===== src/rtl/evs_pkg.sv =====
package evs_pkg;

    typedef enum logic [2:0] {
        OP_PUSH_IN  = 3'd0,
        OP_PUSH_MEM = 3'd1,
        OP_POP_OUT  = 3'd2,
        OP_POP_MEM  = 3'd3,
        OP_DPUSH    = 3'd4,
        OP_DPOP     = 3'd5
    } evs_op_e;

    typedef enum logic [2:0] {
        ST_IDLE = 3'd0,
        ST_RD1  = 3'd1,
        ST_RD2  = 3'd2,
        ST_WR1  = 3'd3,
        ST_WR2  = 3'd4
    } evs_state_e;

endpackage


===== src/rtl/evs_addr_gen.sv =====
module evs_addr_gen #(
    parameter int ADDR_W = 16,
    parameter int OFS_W  = 8
) (
    input  logic [ADDR_W-1:0] base_i,
    input  logic [OFS_W-1:0]  ofs_i,
    output logic [ADDR_W-1:0] lo_o,
    output logic [ADDR_W-1:0] hi_o
);
    // Low word sits at base+offset, the high word one above it.
    assign lo_o = base_i + ADDR_W'(ofs_i);
    assign hi_o = lo_o + ADDR_W'(1);
endmodule


===== src/rtl/evs_cells.sv =====
module evs_cells #(
    parameter int DATA_W = 16,
    parameter int DEPTH  = 8,
    localparam int IDX_W = $clog2(DEPTH)
) (
    input  logic              clk,
    input  logic              rst_n,
    input  logic              wr_en,
    input  logic [IDX_W-1:0]  wr_idx,
    input  logic [DATA_W-1:0] wr_data,
    input  logic [IDX_W-1:0]  rd_idx,
    output logic [DATA_W-1:0] rd_data
);
    logic [DEPTH-1:0][DATA_W-1:0] view;

    for (genvar g = 0; g < DEPTH; g++) begin : g_cell
        logic [DATA_W-1:0] val_q;
        always_ff @(posedge clk or negedge rst_n) begin
            if (!rst_n) begin
                val_q <= '0;
            end else if (wr_en && (wr_idx == IDX_W'(g))) begin
                val_q <= wr_data;
            end
        end
        assign view[g] = val_q;
    end

    assign rd_data = view[rd_idx];
endmodule


===== src/rtl/evs_stack.sv =====
module evs_stack
    import evs_pkg::*;
#(
    parameter int DATA_W = 16,
    parameter int DEPTH  = 8,
    parameter int ADDR_W = 16,
    parameter int OFS_W  = 8,
    localparam int PTR_W = $clog2(DEPTH + 1)
) (
    input  logic              clk,
    input  logic              rst_n,
    input  logic              cmd_valid,
    input  logic [2:0]        cmd_op,
    input  logic [ADDR_W-1:0] cmd_base,
    input  logic [OFS_W-1:0]  cmd_ofs,
    input  logic [DATA_W-1:0] cmd_data,
    output logic              busy_o,
    output logic              done_o,
    output logic [DATA_W-1:0] pop_data_o,
    output logic              trap_ovf_o,
    output logic              trap_unf_o,
    output logic              mem_req_o,
    output logic              mem_we_o,
    output logic [ADDR_W-1:0] mem_addr_o,
    output logic [DATA_W-1:0] mem_wdata_o,
    input  logic [DATA_W-1:0] mem_rdata_i,
    output logic [DATA_W-1:0] tos_o,
    output logic [PTR_W-1:0]  depth_o
);
    localparam int IDX_W = $clog2(DEPTH);
    localparam logic [PTR_W-1:0] FULL = PTR_W'(DEPTH);
    localparam logic [PTR_W-1:0] ONE  = PTR_W'(1);
    localparam logic [PTR_W-1:0] TWO  = PTR_W'(2);

    typedef struct packed {
        evs_state_e        st;
        logic              dbl;
        logic [PTR_W-1:0]  sp;
        logic              done;
        logic              ovf;
        logic              unf;
        logic [DATA_W-1:0] pop;
        logic              req;
        logic              we;
        logic [ADDR_W-1:0] addr;
        logic [DATA_W-1:0] wdata;
        logic [ADDR_W-1:0] nxt_addr;
    } ctl_t;

    ctl_t ctl_d, ctl_q;

    logic [ADDR_W-1:0] lo_addr, hi_addr;
    logic              cell_we;
    logic [IDX_W-1:0]  cell_widx;
    logic [DATA_W-1:0] cell_wdata;
    logic [IDX_W-1:0]  top_idx;
    logic [DATA_W-1:0] top_val;

    evs_addr_gen #(.ADDR_W(ADDR_W), .OFS_W(OFS_W)) u_addr (
        .base_i (cmd_base),
        .ofs_i  (cmd_ofs),
        .lo_o   (lo_addr),
        .hi_o   (hi_addr)
    );

    assign top_idx = IDX_W'(ctl_q.sp - ONE);

    evs_cells #(.DATA_W(DATA_W), .DEPTH(DEPTH)) u_cells (
        .clk     (clk),
        .rst_n   (rst_n),
        .wr_en   (cell_we),
        .wr_idx  (cell_widx),
        .wr_data (cell_wdata),
        .rd_idx  (top_idx),
        .rd_data (top_val)
    );

    always_comb begin
        ctl_d      = ctl_q;
        ctl_d.done = 1'b0;
        ctl_d.ovf  = 1'b0;
        ctl_d.unf  = 1'b0;
        cell_we    = 1'b0;
        cell_widx  = ctl_q.sp[IDX_W-1:0];
        cell_wdata = cmd_data;

        unique case (ctl_q.st)
            ST_IDLE: begin
                if (cmd_valid) begin
                    case (evs_op_e'(cmd_op))
                        OP_PUSH_IN: begin
                            ctl_d.done = 1'b1;
                            if (ctl_q.sp == FULL) begin
                                ctl_d.ovf = 1'b1;
                            end else begin
                                cell_we  = 1'b1;
                                ctl_d.sp = ctl_q.sp + ONE;
                            end
                        end
                        OP_PUSH_MEM, OP_DPUSH: begin
                            if ((cmd_op == OP_PUSH_MEM && ctl_q.sp == FULL) ||
                                (cmd_op == OP_DPUSH && ctl_q.sp > FULL - TWO)) begin
                                ctl_d.ovf  = 1'b1;
                                ctl_d.done = 1'b1;
                            end else begin
                                ctl_d.st       = ST_RD1;
                                ctl_d.dbl      = (cmd_op == OP_DPUSH);
                                ctl_d.req      = 1'b1;
                                ctl_d.we       = 1'b0;
                                ctl_d.addr     = lo_addr;
                                ctl_d.nxt_addr = hi_addr;
                            end
                        end
                        OP_POP_OUT: begin
                            ctl_d.done = 1'b1;
                            if (ctl_q.sp == '0) begin
                                ctl_d.unf = 1'b1;
                            end else begin
                                ctl_d.pop = top_val;
                                ctl_d.sp  = ctl_q.sp - ONE;
                            end
                        end
                        OP_POP_MEM, OP_DPOP: begin
                            if ((cmd_op == OP_POP_MEM && ctl_q.sp == '0) ||
                                (cmd_op == OP_DPOP && ctl_q.sp < TWO)) begin
                                ctl_d.unf  = 1'b1;
                                ctl_d.done = 1'b1;
                            end else begin
                                ctl_d.st       = ST_WR1;
                                ctl_d.dbl      = (cmd_op == OP_DPOP);
                                ctl_d.req      = 1'b1;
                                ctl_d.we       = 1'b1;
                                ctl_d.addr     = (cmd_op == OP_DPOP) ? hi_addr : lo_addr;
                                ctl_d.nxt_addr = lo_addr;
                                ctl_d.wdata    = top_val;
                                ctl_d.sp       = ctl_q.sp - ONE;
                            end
                        end
                        default: ;
                    endcase
                end
            end
            ST_RD1: begin
                cell_we    = 1'b1;
                cell_wdata = mem_rdata_i;
                ctl_d.sp   = ctl_q.sp + ONE;
                if (ctl_q.dbl) begin
                    ctl_d.addr = ctl_q.nxt_addr;
                    ctl_d.st   = ST_RD2;
                end else begin
                    ctl_d.req  = 1'b0;
                    ctl_d.st   = ST_IDLE;
                    ctl_d.done = 1'b1;
                end
            end
            ST_RD2: begin
                cell_we    = 1'b1;
                cell_wdata = mem_rdata_i;
                ctl_d.sp   = ctl_q.sp + ONE;
                ctl_d.req  = 1'b0;
                ctl_d.st   = ST_IDLE;
                ctl_d.done = 1'b1;
            end
            ST_WR1: begin
                if (ctl_q.dbl) begin
                    ctl_d.addr  = ctl_q.nxt_addr;
                    ctl_d.wdata = top_val;
                    ctl_d.sp    = ctl_q.sp - ONE;
                    ctl_d.st    = ST_WR2;
                end else begin
                    ctl_d.req  = 1'b0;
                    ctl_d.we   = 1'b0;
                    ctl_d.st   = ST_IDLE;
                    ctl_d.done = 1'b1;
                end
            end
            ST_WR2: begin
                ctl_d.req  = 1'b0;
                ctl_d.we   = 1'b0;
                ctl_d.st   = ST_IDLE;
                ctl_d.done = 1'b1;
            end
            default: ctl_d.st = ST_IDLE;
        endcase
    end

    always_ff @(posedge clk or negedge rst_n) begin
        if (!rst_n) begin
            ctl_q <= '0;
        end else begin
            ctl_q <= ctl_d;
        end
    end

    assign busy_o      = (ctl_q.st != ST_IDLE);
    assign done_o      = ctl_q.done;
    assign pop_data_o  = ctl_q.pop;
    assign trap_ovf_o  = ctl_q.ovf;
    assign trap_unf_o  = ctl_q.unf;
    assign mem_req_o   = ctl_q.req;
    assign mem_we_o    = ctl_q.we;
    assign mem_addr_o  = ctl_q.addr;
    assign mem_wdata_o = ctl_q.wdata;
    assign tos_o       = (ctl_q.sp == '0) ? '0 : top_val;
    assign depth_o     = ctl_q.sp;
endmodule


===== config.mk =====
export PLATFORM = sky130hd
export DESIGN_NAME = evs_stack
export DESIGN_NICKNAME = d
export VERILOG_FILES = /design/src/rtl/evs_pkg.sv /design/src/rtl/evs_addr_gen.sv /design/src/rtl/evs_cells.sv /design/src/rtl/evs_stack.sv
export SDC_FILE = /design/constraint.sdc
export NUM_CORES = 1
export LEC_CHECK = 0
export ABC_AREA = 1
export CORE_AREA = 2 2 165 167
export CTS_BUF_LIST = sky130_fd_sc_hd__clkbuf_2 sky130_fd_sc_hd__clkbuf_4 sky130_fd_sc_hd__clkbuf_8
export DETAILED_ROUTE_END_ITERATION = 16
export DIE_AREA = 0 0 167 169
export GPL_TIMING_DRIVEN = 0
export PLACE_DENSITY = 0.69
export SYNTH_ARGS = -nofsm -noshare
export SYNTH_HDL_FRONTEND = slang
export SYNTH_HIERARCHICAL = 1
export SYNTH_SLANG_ARGS = --single-unit
export TNS_END_PERCENT = 10

===== constraint.sdc =====
create_clock -name clk -period 6.4 [get_ports clk]
set_input_delay 1.28 -clock clk [delete_from_list [all_inputs] [get_ports clk]]
set_output_delay 1.28 -clock clk [all_outputs]
set_load 0.05 [all_outputs]

==> summary.md <==
| Metric | Value |
|---|---|
| CP Class | `flop to primary output` |
| Clk sinks | `205` |
| Top-Level Pins | `136` |
| Synth Net Count | `1889` |
| Peak fanout along the critical path | `10` |
| Total number of vias | `11700` |
| Clock Latency Late Sink | `0.53 ns` |
| Min Tclk post-route | `5.50 ns` |
| DR DRC count | `0` |
| Layout area overhead | `20.3%` |
| Core area | `26500 um^2` |
| Storage cell area | `5130 um^2` |
| # nets final | `2064` |
| Crit start category | `flop` |
| Initial antenna violation count | `0` |
| WP data arrival | `4.22 ns` |
| Register-to-register path setup slack | `3.42 ns` |
| Num CTS Buffers | `37` |
| Final-report setup violation count | `0` |
| Mapped cell area | `12500 um^2` |
| # rows | `60` |
| Crit path capture type | `primary output` |
| Largest area contributor in the netlist | `dfrtp_1` |
| Power Density | `522 nW/um^2` |
| Overflow after GRT | `0` |
| First-pass GRT wire length | `57100 um` |
| Hold Fails Final Rpt | `0` |
| Die ar. | `28200 um^2` |
| Clock transition at the registers of the reported paths | `0.06 ns` |
| Post-synth top area share | `41.0%` |
| Top post-synthesis cells by area | `dfrtp_1 (41%), nand2_1 (21%), inv_1 (8.2%)` |
| DP HPWL | `25900 um` |
| Starting density of the core | `47.2%` |
| Pre-CTS setup slack | `1.49 ns` |
| DR WL/cell | `14.7 um` |
| I/O Buffers | `135` |
| Count of cell types in the netlist | `38` |
| Delay-heaviest family, CP | `buffers and inverters` |
| Flops & latches, synth | `205` |
| Die span in x | `167 um` |
| Measured slew at the worst slew-check pin | `0.721 ns` |
| Die H | `169 um` |
| Placed cell areas | `14300 um^2` |
| Period Utilization, post-route | `85.9%` |
| Slew headroom | `51.9%` |
| PnR worst setup slack | `0.900 ns` |
| GRT Total Usage | `24.9%` |
| Sequential area share after synthesis | `41.0%` |
| Hold slack final | `0.474 ns` |
| Finished Cell Area | `15000 um^2` |
| Multi-input logic area | `5540 um^2` |
| Initial DRC Count | `1030` |
| Ant. Diodes | `0` |
| Worst hold path class | `flop to flop` |
| Critical-path cell list | `inv_1 -> ha_1 -> inv_1 -> buf_2 -> clkbuf_1 -> nand3_1 -> nand2_1 -> nand2_1 -> nand2_1 -> inv_1 -> nor2_1 -> clkdlybuf4s50_1` |
| Root Driver | `clkbuf_8` |
| Commonest non-fill, non-tap cell in the layout | `nand2_1` |
| CTS tree | `built` |
| Post-CTS setup buffer count | `0` |
| Vias per std cell | `4.99` |
| Max-Cap Viols | `0` |
| Worst endpoint required time | `5.12 ns` |
| Top achievable clock speed | `0.182 GHz` |
| Syn Inst Count | `1813` |
| H-Tree Depth | `2` |
| Pin count of the biggest net entering global routing | `113` |
| Resize count post-CTS | `0` |
| CTS max path bufs | `3` |
| RSZ-0062 raised after global routing | `false` |
| Final GP Congestion | `0.877` |
| Final core occ | `56.7%` |
| Most frequent cells in the layout | `nand2_1 (699), inv_1 (274), dfrtp_1 (205)` |
| Slowest cell on crit path | `clkdlybuf4s50_1` |
| Routed WL | `34500 um` |
| Hold Buf Count CTS | `0` |
| Ys Warns | `6` |
| Layout cells sized above 1 | `11.5%` |
| Fillcell total | `2555` |
| Worst Path Buf+Inv | `6` |
| Static Leak | `8.05 nW` |
| Final ANT Viol Nets | `0` |
| Status | `completed` |
| DRT Pass-1 Iters | `5` |
| Vias in the first global route | `11300` |
| Slowest stage delay, CP | `0.84 ns` |
| Synth Area per Inst | `6.89 um^2` |
| Layout Skew | `0.0243 ns` |
| Max-slew violations | `0` |
| VDD IR max | `0.631 mV` |
[stage by stage]
step	instances	power, mW	TNS (ns)
after floorplan	1813	5.15	0
after global placement	2289	6.54	-940.66
after detailed placement	2290	6.61	0
after CTS	2351	7.88	0
after global routing	2351	8.44	0
final	2351	7.84	0
[per-layer routing]
layer  track usage [%]  part of all wire (%)  up-vias
li1                  -                     -     5870
met1              34.7                    46     5424
met2              40.6                    45      378
met3              3.23                   6.0       62
met4              7.68                   2.4        0
met5                 0                     0        -
[synthesized netlist by cell type, drive strengths merged]
master / count
a21o: 1
a21oi: 9
a22oi: 1
buf: 97
clkbuf: 26
dfrtp: 205
fa: 1
ha: 13
inv: 287
mux2: 16
nand2: 719
nand3: 124
nand3b: 2
nand4: 31
nor2: 73
nor3: 5
o211a: 1
o211ai: 1
o21ai: 189
o311ai: 1
or2: 1
xnor2: 4
xor2: 6
[final timing paths]
| path | from | endpoint | cells after the start |
|---|---|---|---|
| max in group asynchronous | rst_n | ctl_q[1] | 2 |
| max | depth_o[0] | tos_o[10] | 12 |
| max reg2reg | depth_o[0] | u_cells/g_cell[6].val_q[12] | 11 |
| min reg2reg | mem_addr_o[12] | mem_addr_o[12] | 2 |
| min in group asynchronous | rst_n | u_cells/g_cell[1].val_q[8] | 1 |
| min | mem_addr_o[12] | mem_addr_o[12] | 2 |
[sequential cells by signal (all words and copies together), names as in the netlist, 4 cells and up]
name                  flops
mem_wdata_o              16
pop_data_o               16
mem_addr_o               16
depth_o                   4
ctl_q                    20
u_cells/g_cell.val_q    128
[final cells by class]
cell class	instances	area share, %
multi-input cells	1198	36.9
inverters	287	7.17
repair buffers	136	9.21
flip-flops and latches	205	34.1
plain buffers	123	4.99
clock buffers	59	4.74
well taps	341	2.84
clock inverters	2	0.0832
[report_power, final]
| part | switching (mW) | internal (mW) |
|---|---|---|
| Combinational | 3.05 | 1.46 |
| Clock | 0.532 | 0.698 |
| Sequential | 0.295 | 1.81 |
[kinds of logic (layout without fill, tap and decap cells)]
| logic type | after synthesis | after routing | share of synthesized area, % |
|---|---|---|---|
| mux | 16 | 16 | 1.44 |
| compound gates | 203 | 203 | 8.44 |
| simple gates | 955 | 955 | 32.3 |
| xor+xnor | 10 | 10 | 0.701 |
| buf+inv | 410 | 607 | 14.6 |
| fa+ha+maj | 14 | 14 | 1.46 |
| flops | 205 | 205 | 41.0 |
[tightest hold or removal path, cell delays in order, from the launching register on]
cell	delay, ns
dfrtp_1	0.34
nand2_1	0.05
nand2_1	0.04
Note: power is estimated with default switching activity, not from simulation.
